==> src/rtl/pc_pkg.sv <==
package pc_pkg;

    localparam int PC_WIDTH  = 13;
    localparam int LO_WIDTH  = 8;
    localparam int JMP_WIDTH = 11;

    typedef enum logic [1:0] {
        SRC_INC = 2'd0,
        SRC_PCL = 2'd1,
        SRC_JMP = 2'd2,
        SRC_RET = 2'd3
    } pc_src_e;

    typedef struct packed {
        logic ret;
        logic jmp;
        logic pcl;
    } pc_req_t;

    // Fixed priority: return, jump, low-byte write, increment.
    function automatic pc_src_e resolve_src(input pc_req_t req);
        if (req.ret)      return SRC_RET;
        else if (req.jmp) return SRC_JMP;
        else if (req.pcl) return SRC_PCL;
        else              return SRC_INC;
    endfunction

endpackage

==> src/rtl/pc_page_latch.sv <==
module pc_page_latch #(
    parameter int W = 5
) (
    input  logic         clk,
    input  logic         rst,
    input  logic         we,
    input  logic [W-1:0] d,
    output logic [W-1:0] q
);
    always_ff @(posedge clk) begin
        if (rst)     q <= '0;
        else if (we) q <= d;
    end
endmodule

==> src/rtl/pc_src_arbiter.sv <==
module pc_src_arbiter
    import pc_pkg::*;
(
    input  pc_req_t req,
    output pc_src_e src
);
    always_comb src = resolve_src(req);
endmodule

==> src/rtl/pc_next_calc.sv <==
module pc_next_calc
    import pc_pkg::*;
#(
    parameter int PC_W  = 13,
    parameter int LO_W  = 8,
    parameter int JMP_W = 11
) (
    input  pc_src_e                   src,
    input  logic [PC_W-1:0]           pc_cur,
    input  logic [PC_W-LO_W-1:0]      lat,
    input  logic [LO_W-1:0]           wr_data,
    input  logic [JMP_W-1:0]          jmp_addr,
    input  logic [PC_W-1:0]           ret_addr,
    output logic [PC_W-1:0]           pc_inc,
    output logic [PC_W-1:0]           pc_next
);
    localparam int LAT_W = PC_W - LO_W;
    localparam int PG_W  = PC_W - JMP_W;

    logic [PG_W-1:0] page_bits;

    assign pc_inc    = pc_cur + PC_W'(1);
    assign page_bits = lat[LAT_W-1 -: PG_W];

    always_comb begin
        unique case (src)
            SRC_RET: pc_next = ret_addr;
            SRC_JMP: pc_next = {page_bits, jmp_addr};
            SRC_PCL: pc_next = {lat, wr_data};
            default: pc_next = pc_inc;
        endcase
    end
endmodule

==> src/rtl/paged_pc_unit.sv <==
module paged_pc_unit
    import pc_pkg::*;
#(
    parameter int PC_W  = PC_WIDTH,
    parameter int LO_W  = LO_WIDTH,
    parameter int JMP_W = JMP_WIDTH
) (
    input  logic              clk,
    input  logic              rst,
    input  logic              ret_req,
    input  logic              jmp_req,
    input  logic              pcl_we,
    input  logic              lat_we,
    input  logic [LO_W-1:0]   wr_data,
    input  logic [JMP_W-1:0]  jmp_addr,
    input  logic [PC_W-1:0]   ret_addr,
    output logic [PC_W-1:0]   pc_q,
    output logic [LO_W-1:0]   pcl_rd,
    output logic [PC_W-1:0]   push_addr
);
    localparam int LAT_W = PC_W - LO_W;

    pc_req_t          req;
    pc_src_e          src;
    logic [LAT_W-1:0] lat_q;
    logic [PC_W-1:0]  pc_next;
    logic [PC_W-1:0]  pc_inc;

    assign req = '{ret: ret_req, jmp: jmp_req, pcl: pcl_we};

    pc_src_arbiter u_arb (
        .req (req),
        .src (src)
    );

    pc_page_latch #(.W(LAT_W)) u_latch (
        .clk (clk),
        .rst (rst),
        .we  (lat_we),
        .d   (wr_data[LAT_W-1:0]),
        .q   (lat_q)
    );

    pc_next_calc #(.PC_W(PC_W), .LO_W(LO_W), .JMP_W(JMP_W)) u_calc (
        .src      (src),
        .pc_cur   (pc_q),
        .lat      (lat_q),
        .wr_data  (wr_data),
        .jmp_addr (jmp_addr),
        .ret_addr (ret_addr),
        .pc_inc   (pc_inc),
        .pc_next  (pc_next)
    );

    always_ff @(posedge clk) begin
        if (rst) pc_q <= '0;
        else     pc_q <= pc_next;
    end

    assign pcl_rd    = pc_q[LO_W-1:0];
    assign push_addr = pc_inc;
endmodule

==> config.mk <==
export PLATFORM = sky130hd
export DESIGN_NAME = paged_pc_unit
export DESIGN_NICKNAME = d
export VERILOG_FILES = /design/src/rtl/pc_pkg.sv /design/src/rtl/pc_page_latch.sv /design/src/rtl/pc_src_arbiter.sv /design/src/rtl/pc_next_calc.sv /design/src/rtl/paged_pc_unit.sv
export SDC_FILE = /design/constraint.sdc
export NUM_CORES = 1
export LEC_CHECK = 0
export BUFFER_PORTS_ARGS = -buffer_cell sky130_fd_sc_hd__buf_2
export CAP_MARGIN = 20
export CELL_PAD_IN_SITES_DETAIL_PLACEMENT = 0
export CELL_PAD_IN_SITES_GLOBAL_PLACEMENT = 1
export CORE_ASPECT_RATIO = 0.7
export CORE_UTILIZATION = 31
export DETAILED_ROUTE_END_ITERATION = 10
export GPL_TIMING_DRIVEN = 0
export PLACE_DENSITY = 0.75
export SYNTH_ARGS = -nofsm -noshare
export SYNTH_HDL_FRONTEND = slang
export SYNTH_HIERARCHICAL = 1
export SYNTH_SLANG_ARGS = --single-unit
==> constraint.sdc <==
create_clock -name clk -period 2.4 [get_ports clk]
set_input_delay 0.24 -clock clk [delete_from_list [all_inputs] [get_ports clk]]
set_output_delay 0.24 -clock clk [all_outputs]
set_load 0.05 [all_outputs]
==> reports/results.txt <==
Status: completed
Reg2reg end: pc_q[10]
Critical Path AT: 1.95 ns
Rows: 18
Antenna cells: 0
DRT Pass-1 Iters: 4
Worst Hold Class: in2reg
Final #Nets: 231
Pins Over Slew Limit: 0
Synth Instances: 117
Buf/Inv on CP: 1
Filler cell count: 354
Clk_lat worst skew: 0.26 ns
Crit path max-delay family: simple AND/OR/NAND/NOR gates
GPL Wtd Cong: 0.719
Syn Std Cell Area: 1240 sq um
Post-synth top cells: dfxtp_1, mux4_2, nor2_1
Dominant synthesized flop cell: dfxtp_1
Post-CTS Repair Setup Buffers: 0
CTS Hold Buffers Added: 0
Synth area leaders: dfxtp_1, mux4_2, nor2b_2
Cell taking the most area after synthesis: dfxtp_1
Share of cells above drive strength 1: 0.644
CP Depth: 5
Largest net degree at the start of global routing: 11
Worst path cell trace: ha_1 > nand3_1 > nor3_1 > xor2_2 > buf_2
Max incr delay on CP: 0.40 ns
CP endpoint: push_addr[10]
Die ar.: 4280 sq um
Period utilisation layout: 0.912
Synthesis-stage register bit count: 18
Peak Freq: 0.457 GHz
Maximum capacitance violations: 0
RSZ-0062 raised after global routing: no
Static leakage: 0.000880 uW
Worst slew margin: 0.592
Hold slack: 0.238 ns
Non-filler cells, final: 241
Cells after DPL: 237
Reg2Reg Depth: 6
Post-synthesis sequential area ratio: 0.289
Drt wl/cell: 14.1 um
Port buffer count: 70
Min Tclk post-route: 2.19 ns
Core Util, Final: 0.481
Initial antenna violation count: 0
Flip-flop and latch area: 363 sq um
Detailed Place HPWL: 2.74 mm
Crit Path Max Fanout: 6
Die Wd: 77.7 um
Crit-path slowest cell: nor3_1
Max Buffers Root-to-Sink: 2
Top-count cell post-synth: dfxtp_1
Critical path type: reg2out
Post-synth top area share: 0.289
TritonCTS clock tree: done
GRT overflow: 0
Die Ht: 55.0 um
Residual DRC count: 0
Post_cts resized: 0
Ys Warns: 6
Worst Max-Slew Pin Slew: 0.612 ns
Hold_sp: wr_data[3]
Setup WS pre-CTS: 0.319 ns
Startpoint types: flip-flop
Total GRT Usage: 0.168
Ys async rst share: 0
Clock Skew: 0.000795 ns
Worst R2R Setup Slack: 0.30 ns
ANT nets after route: 0
Final Hold Fails: 0
Num CTS Buffers: 3
Critical Path RT: 2.16 ns
First-pass GRT wire length: 5.33 mm
Post-Syn Nets: 156
Vias post-DR: 1158
Pwr Total: 1010 uW
Post-synthesis area per instance: 10.6 sq um
# IOs: 72
Crit end category: output port
Reg2reg start: pc_q[0]
Setup crit start: pc_q[0]
Core footprint: 3670 sq um
VDD IR-drop max: 217 uV
Initial Util: 0.339
DRT Wirelength: 3.40 mm
Pwr/cell area: 573 nW/um^2
Vias per cell: 4.80
Clock slew at reported path FFs: 0.07 ns
Footprint of the multi-input gates: 823 sq um
Starting DRT DRC Count: 27
Area growth from synthesis to final layout: 41.8%
Clock sink count: 18
EDFF count, synth: 0
Setup ws final: 0.212 ns
Vias in the first global route: 1070
Final Setup Violations: 0
Clock Tree Root: clkbuf_8
H-tree depth: 1
Post-synthesis cell type count: 36
[worst min-delay path by stage]
| stage | end | slack [ns] | cells past startpoint |
|---|---|---|---|
| floorplan | u_latch/q[0] | 0.31 | 1 |
| global placement | u_latch/q[2] | 0.48 | 2 |
| detailed placement | u_latch/q[2] | 0.49 | 2 |
| CTS | u_latch/q[0] | 0.24 | 3 |
| global route | u_latch/q[0] | 0.25 | 3 |
| finish | u_latch/q[3] | 0.24 | 3 |
[tightest hold or removal path: cells and delay by family]
kind                   cells  cell delay [ns]
and+or+nand+nor            1             0.07
muxes                      1             0.06
buffers and inverters      1             0.09
[cell families after synthesis]
| logic type | Yosys count | share of synthesized area |
|---|---|---|
| AND/OR/NAND/NOR | 45 | 0.233 |
| adder cells (fa/ha/maj) | 1 | 0.0100 |
| multiplexers | 18 | 0.256 |
| flip-flops | 18 | 0.289 |
| AO/OA/AOI/OAI | 7 | 0.0442 |
| XOR/XNOR | 11 | 0.0774 |
| buffers and inverters | 17 | 0.0894 |
[metrics by stage]
stage	instance area, sq um	TNS, ns
2_1_floorplan	1290	-0.0744
3_3_place_gp	1710	0
3_5_place_dp	1710	0
4_1_cts	1760	0
5_1_grt	1770	0
6_report	1770	0
[area by class of cell]
cell class | count | share of cell area
Inverter | 4 | 0.00850
Clock buffer | 4 | 0.0312
Tap cell | 50 | 0.0354
Multi-Input combinational cell | 82 | 0.466
Buffer | 13 | 0.0546
Sequential cell | 18 | 0.206
Timing Repair Buffer | 70 | 0.198
[routing by layer]
| metal | share of wire | up-vias | track usage |
|---|---|---|---|
| li1 | - | 556 | - |
| met1 | 0.47 | 549 | 0.220 |
| met2 | 0.45 | 53 | 0.285 |
| met3 | 0.085 | 0 | 0.0574 |
| met4 | 0 | 0 | 0.00943 |
| met5 | 0 | - | 0 |
[registers in the layout, summed over array words and instances (netlist names)]
| signal | flops |
|---|---|
| u_latch/q | 5 |
| pc_q | 13 |
[placed cells by master, fill, tap and decap left out, drive strengths merged, types with 2 or more instances in the layout]
cell type | Yosys | final
buf | 13 | 83
dfxtp | 18 | 18
mux4 | 11 | 11
nor2 | 11 | 11
nor2b | 10 | 10
mux2i | 6 | 6
xor2 | 6 | 6
nand3 | 5 | 5
xnor2 | 5 | 5
clkbuf | 0 | 4
inv | 4 | 4
nand2 | 4 | 4
and2b | 3 | 3
nor3 | 3 | 3
or2 | 2 | 2
nand4 | 2 | 2
[where the power goes]
group	switching (uW)	internal [uW]	total (uW)
sequential	35.4	323	358
clock	108	146	254
combinational	254	146	400
(Power assumes the default switching activity.)
